<file path="config.mk">
export PLATFORM = sky130hd
export DESIGN_NAME = fma_special_resolver
export DESIGN_NICKNAME = d
export VERILOG_FILES = /design/src/rtl/fma_spec_pkg.sv /design/src/rtl/fma_sign_adjust.sv /design/src/rtl/fma_nan_pick.sv /design/src/rtl/fma_inf_zero_resolve.sv /design/src/rtl/fma_special_resolver.sv
export SDC_FILE = /design/constraint.sdc
export NUM_CORES = 1
export LEC_CHECK = 0
export BUFFER_PORTS_ARGS = -buffer_cell sky130_fd_sc_hd__buf_2
export CAP_MARGIN = 40
export CORE_AREA = 4 4 105 107
export CTS_CLUSTER_SIZE = 24
export DETAILED_ROUTE_END_ITERATION = 8
export DIE_AREA = 0 0 109 111
export PLACE_DENSITY = 0.69
export SLEW_MARGIN = 20
export SYNTH_ARGS = -nofsm -noshare
export SYNTH_HDL_FRONTEND = slang
export SYNTH_SLANG_ARGS = --single-unit
</file>
<file path="constraint.sdc">
create_clock -name clk -period 2.8 [get_ports clk]
set_input_delay 0.7 -clock clk [delete_from_list [all_inputs] [get_ports clk]]
set_output_delay 0.7 -clock clk [all_outputs]
set_load 0.1 [all_outputs]
</file>
<file path="src/rtl/fma_spec_pkg.sv">
package fma_spec_pkg;
    localparam int EXP_W     = 11;
    localparam int FRAC_W    = 52;
    localparam int FP_W      = 1 + EXP_W + FRAC_W;
    localparam int QUIET_BIT = FRAC_W - 1;
    localparam int CLS_W     = 3;
    localparam int RM_W      = 2;
    localparam int N_OPS     = 3;

    localparam logic [CLS_W-1:0] CLS_ZERO  = 3'd0;
    localparam logic [CLS_W-1:0] CLS_DNORM = 3'd1;
    localparam logic [CLS_W-1:0] CLS_NORM  = 3'd2;
    localparam logic [CLS_W-1:0] CLS_INF   = 3'd3;
    localparam logic [CLS_W-1:0] CLS_QNAN  = 3'd4;
    localparam logic [CLS_W-1:0] CLS_SNAN  = 3'd5;

    localparam logic [RM_W-1:0] RM_TO_NEG = 2'd3;

    typedef struct packed {
        logic            resolved;
        logic            invalid;
        logic            proceed;
        logic            prod_sign;
        logic            add_sign;
        logic [FP_W-1:0] value;
    } resolver_state_t;

    function automatic logic [FP_W-1:0] fp_inf(input logic sign);
        return {sign, {EXP_W{1'b1}}, {FRAC_W{1'b0}}};
    endfunction

    function automatic logic [FP_W-1:0] fp_zero(input logic sign);
        return {sign, {(FP_W-1){1'b0}}};
    endfunction

    function automatic logic [FP_W-1:0] fp_default_nan();
        return {1'b0, {EXP_W{1'b1}}, 1'b1, {(FRAC_W-1){1'b0}}};
    endfunction
endpackage

</file>
<file path="src/rtl/fma_sign_adjust.sv">
module fma_sign_adjust (
    input  logic x_sign,
    input  logic y_sign,
    input  logic z_sign,
    input  logic neg_prod,
    input  logic neg_add,
    output logic prod_sign,
    output logic add_sign
);
    always_comb begin
        prod_sign = x_sign ^ y_sign ^ neg_prod;
        add_sign  = z_sign ^ neg_add;
    end
endmodule

</file>
<file path="src/rtl/fma_nan_pick.sv">
module fma_nan_pick
    import fma_spec_pkg::*;
#(
    parameter int NUM_OPS = N_OPS,
    parameter int OP_W    = FP_W,
    parameter int QB      = QUIET_BIT
) (
    input  logic [NUM_OPS-1:0][OP_W-1:0]  ops,   // index 0 has highest priority
    input  logic [NUM_OPS-1:0][CLS_W-1:0] cls,
    output logic                          hit,
    output logic                          invalid,
    output logic [OP_W-1:0]               value
);
    logic [NUM_OPS-1:0] is_snan;
    logic [NUM_OPS-1:0] is_qnan;

    for (genvar g = 0; g < NUM_OPS; g++) begin : g_cls
        assign is_snan[g] = (cls[g] == CLS_SNAN);
        assign is_qnan[g] = (cls[g] == CLS_QNAN);
    end

    always_comb begin
        hit     = 1'b0;
        invalid = 1'b0;
        value   = '0;
        // quiet group first, lower index overrides higher
        for (int i = NUM_OPS - 1; i >= 0; i--) begin
            if (is_qnan[i]) begin
                hit   = 1'b1;
                value = ops[i];
            end
        end
        // signalling group overrides every quiet NaN
        for (int i = NUM_OPS - 1; i >= 0; i--) begin
            if (is_snan[i]) begin
                hit       = 1'b1;
                invalid   = 1'b1;
                value     = ops[i];
                value[QB] = 1'b1;
            end
        end
    end
endmodule

</file>
<file path="src/rtl/fma_inf_zero_resolve.sv">
module fma_inf_zero_resolve
    import fma_spec_pkg::*;
(
    input  logic [CLS_W-1:0] x_cls,
    input  logic [CLS_W-1:0] y_cls,
    input  logic [CLS_W-1:0] z_cls,
    input  logic [FP_W-1:0]  z_bits,
    input  logic             prod_sign,
    input  logic             add_sign,
    input  logic [RM_W-1:0]  round_mode,
    output logic             hit,
    output logic             invalid,
    output logic [FP_W-1:0]  value
);
    logic prod_inf, prod_zero, z_inf, z_zero;

    always_comb begin
        prod_inf  = (x_cls == CLS_INF)  || (y_cls == CLS_INF);
        prod_zero = (x_cls == CLS_ZERO) || (y_cls == CLS_ZERO);
        z_inf     = (z_cls == CLS_INF);
        z_zero    = (z_cls == CLS_ZERO);

        hit     = 1'b1;
        invalid = 1'b0;
        value   = '0;
        if (prod_inf && prod_zero) begin
            invalid = 1'b1;
            value   = fp_default_nan();
        end else if (prod_inf) begin
            if (z_inf && (add_sign != prod_sign)) begin
                invalid = 1'b1;
                value   = fp_default_nan();
            end else begin
                value = fp_inf(prod_sign);
            end
        end else if (prod_zero) begin
            if (z_inf) begin
                value = fp_inf(add_sign);
            end else if (z_zero && (add_sign != prod_sign)) begin
                value = fp_zero(round_mode == RM_TO_NEG);
            end else begin
                value = z_bits;
            end
        end else if (z_inf) begin
            value = fp_inf(add_sign);
        end else begin
            hit = 1'b0;
        end
    end
endmodule

</file>
<file path="src/rtl/fma_special_resolver.sv">
module fma_special_resolver
    import fma_spec_pkg::*;
(
    input  logic             clk,
    input  logic             rst_n,
    input  logic [FP_W-1:0]  z_bits,
    input  logic [FP_W-1:0]  x_bits,
    input  logic [FP_W-1:0]  y_bits,
    input  logic [CLS_W-1:0] z_cls,
    input  logic [CLS_W-1:0] x_cls,
    input  logic [CLS_W-1:0] y_cls,
    input  logic             neg_prod,
    input  logic             neg_add,
    input  logic [RM_W-1:0]  round_mode,
    output logic [FP_W-1:0]  res_bits,
    output logic             resolved,
    output logic             invalid,
    output logic             proceed,
    output logic             prod_sign,
    output logic             add_sign
);
    logic            ps_c, as_c;
    logic            nan_hit, nan_inv;
    logic [FP_W-1:0] nan_val;
    logic            iz_hit, iz_inv;
    logic [FP_W-1:0] iz_val;
    resolver_state_t st_d, st_q;
    logic            started_q;

    fma_sign_adjust u_sign (
        .x_sign    (x_bits[FP_W-1]),
        .y_sign    (y_bits[FP_W-1]),
        .z_sign    (z_bits[FP_W-1]),
        .neg_prod  (neg_prod),
        .neg_add   (neg_add),
        .prod_sign (ps_c),
        .add_sign  (as_c)
    );

    fma_nan_pick #(.NUM_OPS(N_OPS), .OP_W(FP_W), .QB(QUIET_BIT)) u_nan (
        .ops     ({y_bits, x_bits, z_bits}),
        .cls     ({y_cls, x_cls, z_cls}),
        .hit     (nan_hit),
        .invalid (nan_inv),
        .value   (nan_val)
    );

    fma_inf_zero_resolve u_iz (
        .x_cls      (x_cls),
        .y_cls      (y_cls),
        .z_cls      (z_cls),
        .z_bits     (z_bits),
        .prod_sign  (ps_c),
        .add_sign   (as_c),
        .round_mode (round_mode),
        .hit        (iz_hit),
        .invalid    (iz_inv),
        .value      (iz_val)
    );

    always_comb begin
        st_d           = '0;
        st_d.prod_sign = ps_c;
        st_d.add_sign  = as_c;
        if (nan_hit) begin
            st_d.resolved = 1'b1;
            st_d.invalid  = nan_inv;
            st_d.value    = nan_val;
        end else if (iz_hit) begin
            st_d.resolved = 1'b1;
            st_d.invalid  = iz_inv;
            st_d.value    = iz_val;
        end else begin
            st_d.proceed  = 1'b1;
        end
    end

    always_ff @(posedge clk) begin
        if (!rst_n) begin
            st_q      <= '0;
            started_q <= 1'b0;
        end else begin
            st_q      <= st_d;
            started_q <= 1'b1;
        end
    end

    assign res_bits  = st_q.value;
    assign resolved  = st_q.resolved;
    assign invalid   = st_q.invalid;
    assign proceed   = st_q.proceed;
    assign prod_sign = st_q.prod_sign;
    assign add_sign  = st_q.add_sign;

    // helper terms over the raw inputs, for the checks below
    logic any_snan_c, any_nan_c, z_inf_in_c, p_zero_in_c, p_inf_in_c;
    always_comb begin
        any_snan_c  = (x_cls == CLS_SNAN) || (y_cls == CLS_SNAN) || (z_cls == CLS_SNAN);
        any_nan_c   = any_snan_c || (x_cls == CLS_QNAN) || (y_cls == CLS_QNAN)
                      || (z_cls == CLS_QNAN);
        z_inf_in_c  = (z_cls == CLS_INF);
        p_zero_in_c = (x_cls == CLS_ZERO) || (y_cls == CLS_ZERO);
        p_inf_in_c  = (x_cls == CLS_INF) || (y_cls == CLS_INF);
    end

    // handoff and resolution exclusive
    a_r12_proceed_excl: assert property (@(posedge clk) disable iff (!rst_n)
        proceed |-> (!resolved && !invalid && res_bits == '0));

    // registered effective signs
    a_r1_sign_follow: assert property (@(posedge clk) disable iff (!rst_n)
        started_q |-> (prod_sign == $past(x_bits[FP_W-1] ^ y_bits[FP_W-1] ^ neg_prod)
                       && add_sign == $past(z_bits[FP_W-1] ^ neg_add)));

    // any signalling NaN raises invalid and yields a quiet pattern
    a_r3_snan_invalid: assert property (@(posedge clk) disable iff (!rst_n)
        (started_q && $past(any_snan_c)) |-> (invalid && resolved && res_bits[QUIET_BIT]));

    // opposite infinities are invalid
    a_r6_inf_clash: assert property (@(posedge clk) disable iff (!rst_n)
        (started_q && $past(!any_nan_c && p_inf_in_c && !p_zero_in_c && z_inf_in_c
                            && (x_bits[FP_W-1] ^ y_bits[FP_W-1] ^ neg_prod)
                               != (z_bits[FP_W-1] ^ neg_add)))
        |-> (invalid && res_bits == fp_default_nan()));

    // finite nonzero product with infinite addend
    a_r8_addend_inf: assert property (@(posedge clk) disable iff (!rst_n)
        (started_q && $past(!any_nan_c && !p_inf_in_c && !p_zero_in_c && z_inf_in_c))
        |-> (!invalid && res_bits == fp_inf(add_sign)));

    // reset clears outputs
    a_r13_reset_clear: assert property (@(posedge clk)
        (!rst_n && started_q) |=> (!resolved && !proceed && res_bits == '0));
endmodule

</file>
==> impl_metrics.tcl <==
set metrics [dict create \
    drc 0 \
    p_total_uw 2940 \
    endpoint_kind "flip-flop" \
    clock.fmax_mhz 448 \
    via_per_inst 5.22 \
    dp_slack_ns 0.239 \
    status "completed" \
    grt_pass1_wl_um 17900 \
    placed_cell_area_mm2 0.00476 \
    crit_type "in -> reg" \
    die_w_um 109 \
    cts_num_sinks 69 \
    drtAntennaViolNets 0 \
    async_flop_share_pct 0 \
    wirelength_um 12000 \
    drive_above_1_share_pct 54.1 \
    design.core.area_mm2 0.0101 \
    grtUsageTotal_pct 18.5 \
    dieArea_mm2 0.0121 \
    critical_path.cell_chain "buf_2 -> xnor3_2 -> xnor2_1 -> a2111oi_1 -> o21a_2 -> buf_12 -> o2bb2ai_1" \
    die_h_um 111 \
    routedWlPerCell_um 16.4 \
    grt_pass1_vias 3767 \
    postCtsSetupBuffers 0 \
    cp_max_fo 51 \
    required_ns 3.05 \
    critPathArrivalTime_ns 2.48 \
    max_stage_delay_ns 0.45 \
    drt_iter0_drc 191 \
    synth_commonest_cells "69 x dfxtp_1, 53 x a22oi_1, 41 x o2bb2ai_1" \
    final_nets 797 \
    numCtsBuffers 9 \
    synth_seq_area_share_pct 42.6 \
    worst_pin_slew_ns 0.713 \
    vias 3819 \
    period_share_pct 79.7 \
    hpwl_um 9240 \
    synth_warnings 0 \
    cap_viol_max_count 0 \
    ys_ff_latch 69 \
    grt_max_degree 52 \
    cts_tree "done" \
    start_kind "primary input" \
    synth.distinct_cells 40 \
    htreeDepth 3 \
    start_util_pct 32.0 \
    hold_buffers 0 \
    synthFlopType "dfxtp_1" \
    grt_overflow 0 \
    syn_avg_cell_area_um2 10.1 \
    routabilityCongestion 1.00 \
    cts_resized 0 \
    holdCritPathClass "in -> reg" \
    synth_area_mm2 0.00325 \
    area_growth_pct 52.5 \
    maxSlewHeadroom_pct 52.2 \
    path_clk_slew_ns 0.07 \
    path_buf_inv 2 \
    finalSetupViolations 0 \
    dr.pass1.iters 4 \
    maxSlewViolCount 0 \
    crit_family "compound AO/OA/AOI/OAI gates" \
    p_leak_uw 0.00232 \
    rows 37 \
    cts_root_buf "clkbuf_8" \
    synth_top_area_share_pct 42.6 \
    yosysMostFrequentCell "dfxtp_1" \
    rsz0062_at_grt "false" \
    vdd_drop_max_uv 221 \
    antenna_found_initial 1 \
    synth_area_leader_cell "dfxtp_1" \
    synth_edf_count 0 \
    fin_area_mm2 0.00495 \
    portBuffers 275 \
    power_density_mw_per_mm2 594 \
    ys_top_cells_by_area "dfxtp_1 43%, a22oi_1 12%, o2bb2ai_1 11%" \
    syn_nets 528 \
    fin_setup_tns_ns 0 \
    period_needed_ns 2.23 \
    synthCells 321 \
    fin_ws_ns 0.569 \
    slowest_stage "xnor3_2" \
    hold_violations 0 \
    clock_path_buffers 2 \
    ios 276 \
]
-- sequential cells by signal, summed over array words and instances (netlist names) --
signal and count:
resolved 1, add_sign 1, prod_sign 1, proceed 1, res_bits 64, invalid 1
-- power breakdown --
group	internal, uW	total [uW]	switching (uW)
clock	406	783	376
sequential	1050	1070	17.4
combinational	282	1080	802
-- stage by stage --
stage | instances | utilization [%] | hold WS [ns]
6_report | 732 | 48.8 | 0.562
5_1_grt | 732 | 48.8 | 0.533
4_1_cts | 731 | 48.8 | 0.535
3_5_place_dp | 715 | 46.9 | 0.905
3_3_place_gp | 714 | 46.8 | 0.900
2_1_floorplan | 321 | - | 0.808
-- per-layer routing --
| layer | wire [um] | track usage [%] |
|---|---|---|
| met3 | 1010 | 4.60 |
| met1 | 4440 | 20.1 |
| met2 | 6060 | 32.5 |
| met4 | 482 | 9.60 |
| met5 | 0 | 0 |
-- cell type report --
class                      instances  area [um2]
clock buffer                       9         124
fill                             967        5190
tap                              136         170
multi-input combinational        224        1700
timing repair buffer             286        1510
sequential                        69        1380
clock inverter                     7        66.3
antenna                            1        2.50
-- kinds of logic after synthesis --
logic type	count (synthesis)	synth area share, %
xor+xnor	6	2.78
buf+inv	28	6.01
simple gates	67	10.1
flops	69	42.6
compound gates	151	38.5
-- cells in the final DEF (no fill, tap or decap), types with 2 or more instances in the layout --
master     Yosys  final
nand3b_1       3      3
nor2_1        18     16
nand3_1        4      3
o21ai_0        7      7
buf_2          1    275
a22o_1         2      2
nor3_1         8      7
nor2_4         0      2
a211oi_1      11     11
o311ai_0       2      2
o2bb2ai_2     10     10
clkbuf_8       0      9
clkinv_2       0      4
nor2b_1        3      3
a22oi_1       53     53
dfxtp_1       69     69
a221oi_1      11     11
and2_1         2      2
buf_12         5      4
a21oi_1        6      6
o22ai_1        2      2
o2bb2ai_1     41     41
nand2_1       18     18
and3_1         2      2
xnor2_1        3      3
buf_4          0      7
nand2b_1       3      3
-- worst paths after layout --
kind              startpoint  depth (start not counted)           end
setup / recovery  y_bits[63]                          7  res_bits[26]
hold / removal     z_bits[8]                          2   res_bits[8]
(Power assumes the default switching activity.)
